`src/rtl/acc_alu_pkg.sv`:
```
// Shared types for the switchable-width accumulator slice.
// Assumes a 3-bit operation code; the code values are fixed by the interface.
package acc_alu_pkg;

    typedef enum logic [2:0] {
        OP_LOAD = 3'd0,
        OP_ADC  = 3'd1,
        OP_SBC  = 3'd2,
        OP_AND  = 3'd3,
        OP_ORA  = 3'd4,
        OP_EOR  = 3'd5,
        OP_XCHG = 3'd6,
        OP_NOP  = 3'd7
    } acc_op_e;

    typedef struct packed {
        logic c;
        logic n;
        logic v;
        logic z;
    } acc_flags_t;

endpackage

```
`src/rtl/acc_lane_ctl.sv`:
```
// Width control: decides whether the slice works on the low half only and
// builds the mask of active result bits used for zero detection.
// Assumes DATA_W is even; the narrow lane is the low DATA_W/2 bits.
module acc_lane_ctl #(
    parameter int DATA_W = 16
) (
    input  logic              emu_mode,
    input  logic              m_sel,
    output logic              narrow,
    output logic [DATA_W-1:0] lane_mask
);
    localparam int HALF_W = DATA_W / 2;

    // Compatibility mode forces narrow width regardless of the select bit.
    always_comb narrow = emu_mode | m_sel;

    // One mask bit per data bit: the upper half is active only in wide mode.
    for (genvar i = 0; i < DATA_W; i++) begin : g_mask
        if (i < HALF_W) begin : g_low
            assign lane_mask[i] = 1'b1;
        end else begin : g_high
            assign lane_mask[i] = ~narrow;
        end
    end
endmodule

```
`src/rtl/acc_adder.sv`:
```
// Parameterised ripple-free adder with carry in, carry out and signed
// overflow. Used once per lane width.
// Assumes operands are already inverted by the caller for subtraction.
module acc_adder #(
    parameter int W = 8
) (
    input  logic [W-1:0] a,
    input  logic [W-1:0] b,
    input  logic         cin,
    output logic [W-1:0] sum,
    output logic         cout,
    output logic         ovf
);
    logic [W:0] full;

    // Sum with an extra bit to capture the carry out.
    always_comb full = {1'b0, a} + {1'b0, b} + {{W{1'b0}}, cin};

    // Split the result and derive two's-complement overflow.
    always_comb begin
        sum  = full[W-1:0];
        cout = full[W];
        ovf  = (a[W-1] == b[W-1]) && (full[W-1] != a[W-1]);
    end
endmodule

```
`src/rtl/acc_alu_core.sv`:
```
// Combinational datapath: computes the next accumulator value, the next
// flag values and which of them are to be written for the current op.
// Assumes the state register applies the update enables only when wr_en=1.
module acc_alu_core
    import acc_alu_pkg::*;
#(
    parameter int DATA_W = 16
) (
    input  logic [DATA_W-1:0] acc_q,
    input  logic [DATA_W-1:0] operand,
    input  logic              carry_in,
    input  logic [2:0]        op_code,
    input  logic              narrow,
    input  logic [DATA_W-1:0] lane_mask,
    output logic [DATA_W-1:0] acc_d,
    output acc_flags_t        flags_d,
    output logic              upd_acc,
    output logic              upd_nz,
    output logic              upd_cv
);
    localparam int HALF_W = DATA_W / 2;

    acc_op_e           op;
    logic [DATA_W-1:0] b_eff;
    logic [DATA_W-1:0] sum_w;
    logic [HALF_W-1:0] sum_h;
    logic              c_w, v_w, c_h, v_h;
    logic [DATA_W-1:0] logic_res;
    logic              is_arith;
    logic [DATA_W-1:0] wide_res;
    logic [HALF_W-1:0] narrow_res;
    logic [DATA_W-1:0] lane_val;

    // Decode the raw code into the enumerated operation.
    always_comb op = acc_op_e'(op_code);

    // Subtraction is addition of the complemented operand.
    always_comb b_eff = (op == OP_SBC) ? ~operand : operand;

    // Full-width adder for 16-bit operation.
    acc_adder #(.W(DATA_W)) u_add_wide (
        .a    (acc_q),
        .b    (b_eff),
        .cin  (carry_in),
        .sum  (sum_w),
        .cout (c_w),
        .ovf  (v_w)
    );

    // Half-width adder for 8-bit operation; carry and overflow at bit 7.
    acc_adder #(.W(HALF_W)) u_add_narrow (
        .a    (acc_q[HALF_W-1:0]),
        .b    (b_eff[HALF_W-1:0]),
        .cin  (carry_in),
        .sum  (sum_h),
        .cout (c_h),
        .ovf  (v_h)
    );

    // Bitwise operations and load share one selector.
    always_comb begin
        unique case (op)
            OP_AND:  logic_res = acc_q & operand;
            OP_ORA:  logic_res = acc_q | operand;
            OP_EOR:  logic_res = acc_q ^ operand;
            default: logic_res = operand;
        endcase
    end

    // Pick between arithmetic and logic results for each lane width.
    always_comb begin
        is_arith   = (op == OP_ADC) || (op == OP_SBC);
        wide_res   = is_arith ? sum_w : logic_res;
        narrow_res = is_arith ? sum_h : logic_res[HALF_W-1:0];
    end

    // Next accumulator: exchange swaps halves, narrow keeps the upper half.
    always_comb begin
        if (op == OP_XCHG) begin
            acc_d = {acc_q[HALF_W-1:0], acc_q[DATA_W-1:HALF_W]};
        end else if (narrow) begin
            acc_d = {acc_q[DATA_W-1:HALF_W], narrow_res};
        end else begin
            acc_d = wide_res;
        end
    end

    // Value whose active bits feed the zero test.
    always_comb lane_val = narrow ? {{HALF_W{1'b0}}, narrow_res} : wide_res;

    // Next flags for the active width; exchange always uses the new low half.
    always_comb begin
        if (op == OP_XCHG) begin
            flags_d.n = acc_q[DATA_W-1];
            flags_d.z = (acc_q[DATA_W-1:HALF_W] == '0);
            flags_d.c = 1'b0;
            flags_d.v = 1'b0;
        end else if (narrow) begin
            flags_d.n = narrow_res[HALF_W-1];
            flags_d.z = ((lane_val & lane_mask) == '0);
            flags_d.c = c_h;
            flags_d.v = v_h;
        end else begin
            flags_d.n = wide_res[DATA_W-1];
            flags_d.z = ((lane_val & lane_mask) == '0);
            flags_d.c = c_w;
            flags_d.v = v_w;
        end
    end

    // Which parts of the state this operation is allowed to change.
    always_comb begin
        upd_acc = (op != OP_NOP);
        upd_nz  = (op != OP_NOP);
        upd_cv  = is_arith;
    end
endmodule

```
`src/rtl/acc_state_reg.sv`:
```
// Accumulator and flag storage with synchronous active-low reset.
// Assumes the update enables are only meaningful while wr_en is high.
module acc_state_reg
    import acc_alu_pkg::*;
#(
    parameter int DATA_W = 16
) (
    input  logic              clk,
    input  logic              rst_n,
    input  logic              wr_en,
    input  logic              upd_acc,
    input  logic              upd_nz,
    input  logic              upd_cv,
    input  logic [DATA_W-1:0] acc_d,
    input  acc_flags_t        flags_d,
    output logic [DATA_W-1:0] acc_q,
    output acc_flags_t        flags_q
);
    // Accumulator register.
    always_ff @(posedge clk) begin
        if (!rst_n) begin
            acc_q <= '0;
        end else if (wr_en && upd_acc) begin
            acc_q <= acc_d;
        end
    end

    // Negative and zero flags.
    always_ff @(posedge clk) begin
        if (!rst_n) begin
            flags_q.n <= 1'b0;
            flags_q.z <= 1'b0;
        end else if (wr_en && upd_nz) begin
            flags_q.n <= flags_d.n;
            flags_q.z <= flags_d.z;
        end
    end

    // Carry and overflow flags.
    always_ff @(posedge clk) begin
        if (!rst_n) begin
            flags_q.c <= 1'b0;
            flags_q.v <= 1'b0;
        end else if (wr_en && upd_cv) begin
            flags_q.c <= flags_d.c;
            flags_q.v <= flags_d.v;
        end
    end
endmodule

```
`src/rtl/acc_alu_slice.sv`:
```
// Top of the switchable-width accumulator slice: width control, datapath
// and state register. One register stage from inputs to outputs.
// Assumes DATA_W is even and at least 4.
module acc_alu_slice
    import acc_alu_pkg::*;
#(
    parameter int DATA_W = 16
) (
    input  logic              clk,
    input  logic              rst_n,
    input  logic              wr_en,
    input  logic [2:0]        op_code,
    input  logic [DATA_W-1:0] operand,
    input  logic              emu_mode,
    input  logic              m_sel,
    output logic [DATA_W-1:0] acc_out,
    output logic              flag_c,
    output logic              flag_n,
    output logic              flag_v,
    output logic              flag_z
);
    logic              narrow;
    logic [DATA_W-1:0] lane_mask;
    logic [DATA_W-1:0] acc_q;
    logic [DATA_W-1:0] acc_d;
    acc_flags_t        flags_q;
    acc_flags_t        flags_d;
    logic              upd_acc, upd_nz, upd_cv;

    acc_lane_ctl #(.DATA_W(DATA_W)) u_lane (
        .emu_mode  (emu_mode),
        .m_sel     (m_sel),
        .narrow    (narrow),
        .lane_mask (lane_mask)
    );

    acc_alu_core #(.DATA_W(DATA_W)) u_core (
        .acc_q     (acc_q),
        .operand   (operand),
        .carry_in  (flags_q.c),
        .op_code   (op_code),
        .narrow    (narrow),
        .lane_mask (lane_mask),
        .acc_d     (acc_d),
        .flags_d   (flags_d),
        .upd_acc   (upd_acc),
        .upd_nz    (upd_nz),
        .upd_cv    (upd_cv)
    );

    acc_state_reg #(.DATA_W(DATA_W)) u_state (
        .clk     (clk),
        .rst_n   (rst_n),
        .wr_en   (wr_en),
        .upd_acc (upd_acc),
        .upd_nz  (upd_nz),
        .upd_cv  (upd_cv),
        .acc_d   (acc_d),
        .flags_d (flags_d),
        .acc_q   (acc_q),
        .flags_q (flags_q)
    );

    // Drive the outputs straight from the registers.
    always_comb begin
        acc_out = acc_q;
        flag_c  = flags_q.c;
        flag_n  = flags_q.n;
        flag_v  = flags_q.v;
        flag_z  = flags_q.z;
    end
endmodule

```
`config.mk`:
```
export PLATFORM = sky130hd
export DESIGN_NAME = acc_alu_slice
export DESIGN_NICKNAME = d
export VERILOG_FILES = /design/src/rtl/acc_alu_pkg.sv /design/src/rtl/acc_lane_ctl.sv /design/src/rtl/acc_adder.sv /design/src/rtl/acc_alu_core.sv /design/src/rtl/acc_state_reg.sv /design/src/rtl/acc_alu_slice.sv
export SDC_FILE = /design/constraint.sdc
export NUM_CORES = 1
export LEC_CHECK = 0
export CAP_MARGIN = 20
export CORE_UTILIZATION = 40
export DETAILED_ROUTE_END_ITERATION = 8
export DONT_BUFFER_PORTS = 1
export GPL_TIMING_DRIVEN = 0
export PLACE_DENSITY = 0.59
export SYNTH_ARGS = -nofsm -noshare
export SYNTH_HDL_FRONTEND = slang
export SYNTH_SLANG_ARGS = --single-unit
```
`constraint.sdc`:
```
create_clock -name clk -period 5.69 [get_ports clk]
set_input_delay 1.138 -clock clk [delete_from_list [all_inputs] [get_ports clk]]
set_output_delay 1.138 -clock clk [all_outputs]
set_load 0.1 [all_outputs]
```
==> results of run 1 <==
worst reg2reg max path, cell delays in order (launching register included):
cell and delay (ns):
dfxtp_1 1.02, inv_1 0.27, fa_1 0.49, inv_1 0.08, fa_1 0.41, o221a_2 0.32, or4_1 0.39, a2111oi_0 0.36
and4b_1 0.26, nand4_1 0.15, o41ai_2 0.22
power groups by stage:
stage | Sequential (uW) | Combinational (uW) | Clock, uW
after global placement | 244 | 271 | 0
after CTS | 223 | 313 | 111
after detailed placement | 226 | 311 | 0
after global routing | 208 | 379 | 118
final | 207 | 351 | 109
after floorplan | 235 | 213 | 0
kinds of logic (layout without fill, tap and decap cells):
| family | count (synthesis) | count (layout) | share of synthesized area [%] |
|---|---|---|---|
| buf+inv | 64 | 82 | 7.95 |
| compound gates | 147 | 147 | 32.6 |
| fa+ha+maj | 49 | 49 | 19.9 |
| xor+xnor | 25 | 25 | 6.92 |
| mux | 4 | 4 | 1.27 |
| simple gates | 129 | 129 | 18.8 |
| flops | 20 | 20 | 12.7 |
sequential cells by signal (all words and copies together), names as in the netlist:
name             count
u_state.acc_q       16
u_state.flags_q      4
cells in the final DEF (no fill, tap or decap), types with 6 or more instances in the layout:
cell type	count
a211oi_1	12
a21oi_1	34
and3_1	6
buf_16	10
clkbuf_1	17
dfxtp_1	20
ha_1	47
inv_1	40
nand2_1	44
nor2_1	38
nor3_1	10
o211ai_1	7
o21ai_0	20
o22ai_1	13
xnor2_1	24
area by class of cell:
class,count,area (sq um)
fill,790,4020
multi-input combinational,354,2520
sequential,20,400
timing repair buffer,14,313
inverter,41,154
tap,102,128
buffer,23,98.8
clock buffer,4,55.1
per-stage QoR:
step | instance area (sq um) | worst slack, ns | setup TNS [ns]
2_1_floorplan | 3160 | 0.634 | 0
3_3_place_gp | 3290 | -0.472 | -2.79
3_5_place_dp | 3450 | -0.506 | -3.18
4_1_cts | 3510 | 0.0199 | 0
5_1_grt | 3670 | 0.0219 | 0
6_report | 3670 | 0.195 | 0
layer usage:
layer / share of wire [%] / wire (microns) / GRT usage [%]
met5: 0 / 0 / 0
met4: 2.0 / 223 / 8.47
met3: 8.9 / 985 / 4.12
met2: 45 / 5020 / 41.2
met1: 44 / 4820 / 36.2
what timing repair did:
action | in CTS | in global routing
cloned | 0 | 0
setup endpoints to repair | 7 | 7
gates resized for setup | 1 | 3
how the worst max path moves through the flow:
| stage | startpoint | to | slack [ns] | cells after the start |
|---|---|---|---|---|
| after floorplan | op_code[2] | u_state.flags_q[0] | 0.63 | 17 |
| after global placement | op_code[2] | u_state.flags_q[2] | -0.47 | 17 |
| after detailed placement | op_code[2] | u_state.flags_q[2] | -0.51 | 17 |
| after CTS | op_code[2] | u_state.flags_q[2] | 0.02 | 17 |
| after global routing | op_code[2] | u_state.flags_q[0] | 0.02 | 17 |
| final | op_code[2] | u_state.flags_q[0] | 0.20 | 17 |
==> metrics, run 1 <==
crit-path max FO 10; Die Width 90.9 microns; ys flop type dfxtp_1; row count 32; # IOs 44; DP Cell Count roughly 550; kind of critical path in -> reg; area grow syn2layout 16.0%; htree depth 1; Worst Tran Pin Value between 1 and 1.5 ns; Tightest Hold Check Type reg -> reg; Pleak around 0.0016 uW; Worst Hold Depth 2; Fin. Hold Viols 0; Synthesis Warnings 0; core area just under 0.008 sq mm; Placer Congestion between 0.9 and 1; vias in the first global route 3083; critical register-to-register path endpoint u_state.flags_q[0]; clock share of power approximately 16%; Max-Cap Viols 0; Hold Crit Endpoint u_state.acc_q[9]; critical path arrival between 5 and 6 ns; post-synthesis sequential area ratio between 10% and 20%; final setup fails 0; Post-CTS Hold Buffers 0; fin nets 530; initial antenna violation count 0; Hold Crit Start u_state.acc_q[9]; DRT iter0 DRCs 330; RR Startpoint u_state.acc_q[0]; ys async rst share 0%; Post-Route WL 11000 microns; Antenna Nets Post-Route 0; diodes inserted 0; clk_skew 0.00498 ns; drt first pass iters 6; Net Sw Frac 47.6%; Vias roughly 3400; hold slack ~0.54 ns; crit-path cells buf_2 > clkinv_1 > clkbuf_1 > nand2_1 > nor2_2 > buf_2 > xnor2_1 > ha_1 > clkbuf_1 > a211oi_1 > o21bai_1 > a221o_1 > a221oi_1 > xnor2_1 > o22a_1 > nand4_1 > o41ai_2; Root Driver clkbuf_8; Post-CTS Setup Repair Bufs 0; Final period util between 90% and 100%; CTS buffer count 3; internal power between 300 and 400 uW; hpwl dp approximately 8600 microns; CTS Buffer Depth 2; Max transition margin about a fifth; synthesized flop and latch total 20; Post-route DRC 0; post-synth net total between 500 and 600; R2R setup slack 1.63 ns; sw power 317 uW; DIE AREA between 0.008 and 0.009 sq mm; Total GRT Usage 26.1%; slowest cell delay on critical path around 0.6 ns; Critical-path top delay cell a221oi_1; clk_lat worst skew 0.27 ns; most frequent cells after synthesis ha_1 (47), nand2_1 (44), inv_1 (40), nor2_1 (39), a21oi_1 (34); pin count of the biggest net entering global routing 12; delay-heaviest family, CP compound AO/OA/AOI/OAI gates; Pwr Total roughly 670 uW; RSZ-0062 raised after global routing no; WL per Instance 19.8 microns; P per Cell Area between 150 and 200 mW/mm^2; Post-Syn Area approximately 0.0032 sq mm; CP Capture Type flop; CTS clk-pin slew, worst paths around 0.07 ns; status finished, final reports clean; Netlist cell types ~60; Seq pwr share 31.1%; starting density of the core roughly two fifths; post-synth top area share between 10% and 20%; via density per instance 6.18; Post-synth EDFFs 0; R2R depth 10; GRT overflow 0; Mapped Cells 438; synthesized area per cell around 7.2 sq um; ranking of synthesized cells by area ha_1 (19%), dfxtp_1 (13%), xnor2_1 (6.6%); count leader, synth ha_1; required time of the worst setup path ~5.9 ns; cell taking the most area after synthesis ha_1; post-layout util about 48%; Fmax about 0.18 GHz; CTS tree yes; WP buf/inv 5; Critical Path Source Type primary input; Max IR drop VDD around 280 uV; global-route wire length before repair 16900 microns; layout cells sized above 1 under 10%; Cell Count, Final, Fillers Out 558; Period minus WS final approximately 5.5 ns; Slew Viols, Final 0; Logic pwr share 52.7%; die height just over 90 microns; CTS Sinks 20; port buffer count 0
Power figures use the tool's default switching activity.
==> inputs of run 2 (changes only) <==
Settings changed: CORE_ASPECT_RATIO from default to 1.1, CTS_CLUSTER_DIAMETER from default to 30, SYNTH_HIERARCHICAL from default to 1.
==> metrics, run 2 <==
status finished, final reports clean; Post-CTS Hold Buffers 0; Tightest Hold Check Type reg -> reg; die height approximately 110 microns; area grow syn2layout 18.4%; Placement Cell Area around 0.0050 sq mm; htree depth 1; post-synthesis sequential area ratio roughly a tenth; initial antenna violation count 0; vias in the first global route ~4400; # fillers 1008; CTS buffer count 3; Fin. Hold Viols 0; DIE AREA 0.0111 sq mm; most common cell after layout, fill and taps aside ha_1; kind of critical path in -> reg; DP Cell Count 740; Worst Tran Pin Value between 1 and 1.5 ns; diodes inserted 0; Slew Viols, Final 0; Die Width 101 microns; Max transition margin 26.1%; Mapped Cells approximately 570; P per Cell Area 176 mW/mm^2; Placer Congestion between 0.9 and 1; most frequent cells after synthesis ha_1 (54), nand2_1 (53), inv_1 (44), o21ai_0 (43), a21oi_1 (35); fin nets 684; synthesized area per cell 7.54 sq um; Antenna Nets Post-Route 0; CTS-repair resized insts 0; count leader, synth ha_1; Post-synth EDFFs 0; row count 39; DRT iter0 DRCs 261; clk_lat worst skew roughly 0.25 ns; Max-Cap Viols 0; Post-CTS Setup Repair Bufs 0; Max IR drop VDD between 200 and 250 uV; Post-Syn Area 0.00427 sq mm; core area a little over 0.01 sq mm; Fmax 0.183 GHz; Pleak roughly 0.0022 uW; ys flop type dfxtp_1; Total GRT Usage ~29%; post-synth top area share between 10% and 20%; clk_skew approximately 0.0022 ns; CTS Buffer Depth 2; cell taking the most area after synthesis ha_1; Cell Count, Final, Fillers Out around 740; CP Capture Type flop; starting density of the core between 40 and 50%; CTS clk-pin slew, worst paths roughly 0.05 ns; multi-input logic area about 0.0034 sq mm; critical path arrival 5.63 ns; Critical Path Source Type primary input; layout cells sized above 1 between 10% and 20%; required time of the worst setup path around 5.9 ns; number of flip-flops under the largest register name 16; Top Registers u_state/acc_q: 16 flops, u_state/flags_q: 4 flops; Root Driver clkbuf_16; Post-Route WL between 15000 and 20000 microns; Period minus WS final ~5.5 ns; final setup fails 0; global-route wire length before repair ~24000 microns; setup TNS 0 ns; CTS Sinks 20; Final period util 95.8%; ys async rst share 0%; ranking of synthesized cells by area ha_1 (16%), dfxtp_1 (9.4%), xnor2_1 (5.9%); # IOs 44; WL per Instance around 21 microns; Synthesis Warnings 6; CTS tree yes; Finished Cell Area about 0.005 sq mm; via density per instance between 5 and 6; commonest non-fill, non-tap cells in the layout ha_1 (54), nand2_1 (53), inv_1 (44); port buffer count 0; pin count of the biggest net entering global routing 13; drt first pass iters 4; crit-path max FO 10; FF/Latch Area between 400 and 500 sq um; Netlist cell types 76; RSZ-0062 raised after global routing no; Post-route DRC 0; GRT overflow 0; synthesized flop and latch total 20; Reg with most FFs u_state/acc_q; hpwl dp ~13000 microns; Vias 4423
## run 2: changes by cell type after synthesis, moves of 7 or more
cell / change
o21ai_0: +23
nand4_1: +20
buf_4: +18
nor2_1: -15
o21ai_2: +12
o22ai_1: -12
buf_2: +11
clkbuf_1: -9
nand2_1: +9
a211oi_1: -7
buf_6: +7
ha_1: +7
nor2b_1: +7
## run 2: final timing paths
check,cells after the start,slack [ns],to,from
setup / recovery,21,0.24,u_state/flags_q[0],op_code[2]
hold / removal,2,0.61,u_state/acc_q[1],u_state/acc_q[1]
setup reg to reg,16,1.30,u_state/flags_q[0],u_state/flags_q[3]
hold reg to reg,2,0.61,u_state/acc_q[1],u_state/acc_q[1]
## run 2: area by class of cell
type	count	share of cell area [%]
Buffer	50	6.95
Clock buffer	4	1.76
Inverter	45	3.34
Multi-Input combinational cell	459	66.9
Sequential cell	20	7.92
Tap cell	143	3.54
Timing Repair Buffer	23	9.55
## run 2: metrics by stage
stage	power, uW	setup slack (ns)	hold WS (ns)	util (%)
4_1_cts	885	0.236	0.633	48.6
5_1_grt	941	0.00663	0.647	48.7
3_5_place_dp	725	0.0186	0.625	47.7
6_report	891	0.240	0.614	48.7
2_1_floorplan	555	0.834	0.876	-
3_3_place_gp	664	0.0341	0.898	43.1
## run 2: worst max-delay path, cell delays in order
cell and delay (ns):
buf_6 0.11, buf_2 0.19, nor3b_1 0.20, clkbuf_4 0.26, xnor2_1 0.21, fa_1 0.51, fa_1 0.46, a211oi_2 0.38
o21ai_0 0.25, nand2_1 0.15, o21ai_0 0.12, xor2_1 0.17, a222oi_1 0.36, nand2_1 0.09, a32oi_1 0.23, nand4_1 0.15
a2111oi_4 0.21, o211ai_1 0.17, nand2_1 0.11, nand4_1 0.07, o21ai_0 0.08
## run 2: power by group
part	internal [uW]	leakage (uW)	switching, uW
Combinational	219	0.00200	325
Clock	107	0.0000442	49.7
Sequential	150	0.000163	40.3
Total	476	0.00221	415
## run 2: cell families (layout without fill, tap and decap cells)
kind of cell               count (synthesis)  in the layout  share of synthesized area (%)
AOI/OAI and AO/OA                        191            191                           32.2
xor gates and xnor gates                  34             34                           6.97
adders and majority gates                 58             58                           17.7
buffers and inverters                     95            122                           12.1
DFF                                       20             20                           9.37
muxes                                     14             14                           3.60
other                                      1              8                         0.0878
and+or+nand+nor                          154            154                           18.0
## run 2: layer usage
layer | up-vias | part of all wire [%] | global-route usage (%)
met4 | 0 | 3.6 | 10.6
met1 | 2089 | 42 | 37.2
met5 | - | 0 | 0
met2 | 180 | 48 | 48.2
li1 | 2122 | - | -
met3 | 32 | 7.0 | 4.56
==> inputs of run 3 (changes only) <==
Settings changed: ABC_AREA from default to 1.
==> metrics, run 3 <==
status finished, final reports clean; final setup fails 0; # IOs 44; Post-Place Setup Slack 0.857 ns; Critical Path Source Type primary input; setup ws final 1.08 ns; core area about 0.011 sq mm; most frequent cells after synthesis nand2_1 (218), inv_1 (125), nor2_1 (87), ha_1 (54), nand3_1 (47); R2R depth 18; DIE AREA roughly 0.012 sq mm; via density per instance between 5 and 6; Post-Syn Area roughly 0.0045 sq mm; area grow syn2layout 19.2%; post-synth top area share 18.0%; CTS Sinks 20; CTS Buffer Depth 2; clk_skew about 0.0031 ns; Top Registers u_state/acc_q: 16 flops, u_state/flags_q: 4 flops; Post-Route WL ~15000 microns; Root Driver clkbuf_16; Slew Viols, Final 0; drt first pass iters 5; pin count of the biggest net entering global routing 11; Placer Congestion around 0.96; Final period util between 80 and 90%; hpwl dp roughly 13000 microns; Max transition margin 34.2%; Die Width just over 100 microns; ys async rst share 0%; Post-CTS Hold Buffers 0; critical path arrival 4.79 ns; Post-CTS Setup Repair Bufs 0; Max-Cap Viols 0; global-route wire length before repair around 24000 microns; commonest non-fill, non-tap cells in the layout nand2_1 (218), inv_1 (125), nor2_1 (87); CTS clk-pin slew, worst paths 0.05 ns; port buffer count 0; Post-route DRC 0; diodes inserted 0; Antenna Nets Post-Route 0; R2R setup slack 2.29 ns; ys flop type dfxtp_1; count leader, synth nand2_1; CTS buffer count 3; number of flip-flops under the largest register name 16; CP Capture Type flop; fin nets around 900; clk_lat worst skew 0.25 ns; setup TNS 0 ns; synthesized area per cell roughly 5.8 sq um; Worst Tran Pin Value just under 1 ns; Netlist cell types 39; synthesized flop and latch total 20; most common cell after layout, fill and taps aside nand2_1; starting density of the core between 40 and 50%; P per Cell Area between 150 and 200 mW/mm^2; cell taking the most area after synthesis nand2_1; GRT overflow 0; htree depth 1; Reg with most FFs u_state/acc_q; ranking of synthesized cells by area nand2_1 (18%), ha_1 (15%), inv_1 (10%); Tightest Hold Check Type reg -> reg; Worst Hold Depth 4; kind of critical path in -> reg; Max IR drop VDD roughly 160 uV; Post-synth EDFFs 0; vias in the first global route slightly below 5000; RSZ-0062 raised after global routing no; Fmax 0.217 GHz; Vias ~5000; Fin. Hold Viols 0; Hold Crit Endpoint u_state/acc_q[5]; Period minus WS final roughly 4.6 ns; die height approximately 110 microns; initial antenna violation count 0; Finished Cell Area about 0.0054 sq mm; RR Startpoint u_state/acc_q[0]; post-synthesis sequential area ratio 8.83%; Hold Crit Start u_state/acc_q[5]; CTS-repair resized insts 0; Placement Cell Area between 0.005 and 0.006 sq mm; row count 40; # fillers ~1100; Mapped Cells 786; CTS tree yes; Total GRT Usage 26.4%; required time of the worst setup path around 5.9 ns; layout cells sized above 1 between 10% and 20%; WL per Instance between 15 and 20 microns; crit-path max FO 8; critical register-to-register path endpoint u_state/flags_q[0]; Pleak 0.00297 uW; DRT iter0 DRCs 450; Synthesis Warnings 6
run 3: cell count changes after synthesis, moves of 11 or more:
| cell | previous run | this run |
|---|---|---|
| a21oi_1 | 35 | 13 |
| xnor2_1 | 29 | 2 |
| inv_1 | 44 | 125 |
| nand3_1 | 7 | 47 |
| nand2_1 | 53 | 218 |
| xor2_1 | 5 | 28 |
| nand2_2 | 0 | 13 |
| o21ai_0 | 43 | 28 |
| o21ai_2 | 12 | 1 |
| nor2_1 | 24 | 87 |
run 3: worst max-delay path, cell delays in order:
cell	delay, ns
buf_4	0.14
inv_2	0.14
nand3_2	0.29
xor2_1	0.29
fa_1	0.53
fa_1	0.47
nand3_1	0.13
nand2_2	0.10
xor2_1	0.17
or2_2	0.27
o21ai_0	0.11
nor2_1	0.06
o21bai_1	0.23
nand2_1	0.10
nand2_1	0.06
nor2_1	0.09
nand2_1	0.06
nor2_1	0.08
nand2_1	0.05
nand2_1	0.11
nor2_1	0.06
nor2_1	0.10
run 3: worst max path at each step:
stage                    start                 end  slack, ns  cells past startpoint
floorplan           op_code[2]  u_state/flags_q[0]       1.59                     23
global placement    op_code[2]  u_state/flags_q[0]       0.89                     23
detailed placement  op_code[2]  u_state/flags_q[0]       0.86                     22
CTS                 op_code[2]  u_state/flags_q[0]       1.11                     22
global route        op_code[2]  u_state/flags_q[0]       0.80                     22
finish              op_code[2]  u_state/flags_q[0]       1.08                     22
run 3: metrics by stage:
stage	hold slack, ns	util, %	std cells	power, uW
floorplan	0.939	-	793	623
global placement	0.962	43.3	940	735
detailed placement	0.589	48.4	967	822
CTS	0.601	49.1	970	967
global route	0.619	49.3	971	1050
finish	0.596	49.3	971	971
run 3: area by class of cell:
| type | count | area, sq um | area share (%) |
|---|---|---|---|
| Multi-Input combinational cell | 595 | 3380 | 62.5 |
| Inverter | 131 | 492 | 9.10 |
| Sequential cell | 20 | 400 | 7.41 |
| Buffer | 47 | 294 | 5.44 |
| Clock buffer | 3 | 75.1 | 1.39 |
| Timing Repair Buffer | 28 | 584 | 10.8 |
| Tap cell | 147 | 184 | 3.40 |
run 3: metal layers:
layer | up-vias | part of all wire, % | track usage, %
li1 | 2520 | - | -
met1 | 2237 | 43 | 32.4
met2 | 161 | 45 | 45.6
met3 | 34 | 6.6 | 4.00
met4 | 0 | 4.8 | 11.8
met5 | - | 0 | 0
run 3: report_power, final:
part	switching, uW	internal, uW	leakage, uW	total, uW
combinational	400	234	0.00276	635
sequential	44.3	153	0.000166	197
clock	47.1	92.5	0.0000370	140
total	492	479	0.00297	971
run 3: kinds of logic after synthesis:
family,count (synthesis),synth area share (%)
buffers and inverters,178,17.3
flip-flops,20,8.83
other,1,0.0827
AO/OA/AOI/OAI,67,8.58
adder cells (fa/ha/maj),58,16.7
XOR/XNOR,32,6.51
AND/OR/NAND/NOR,430,42.0
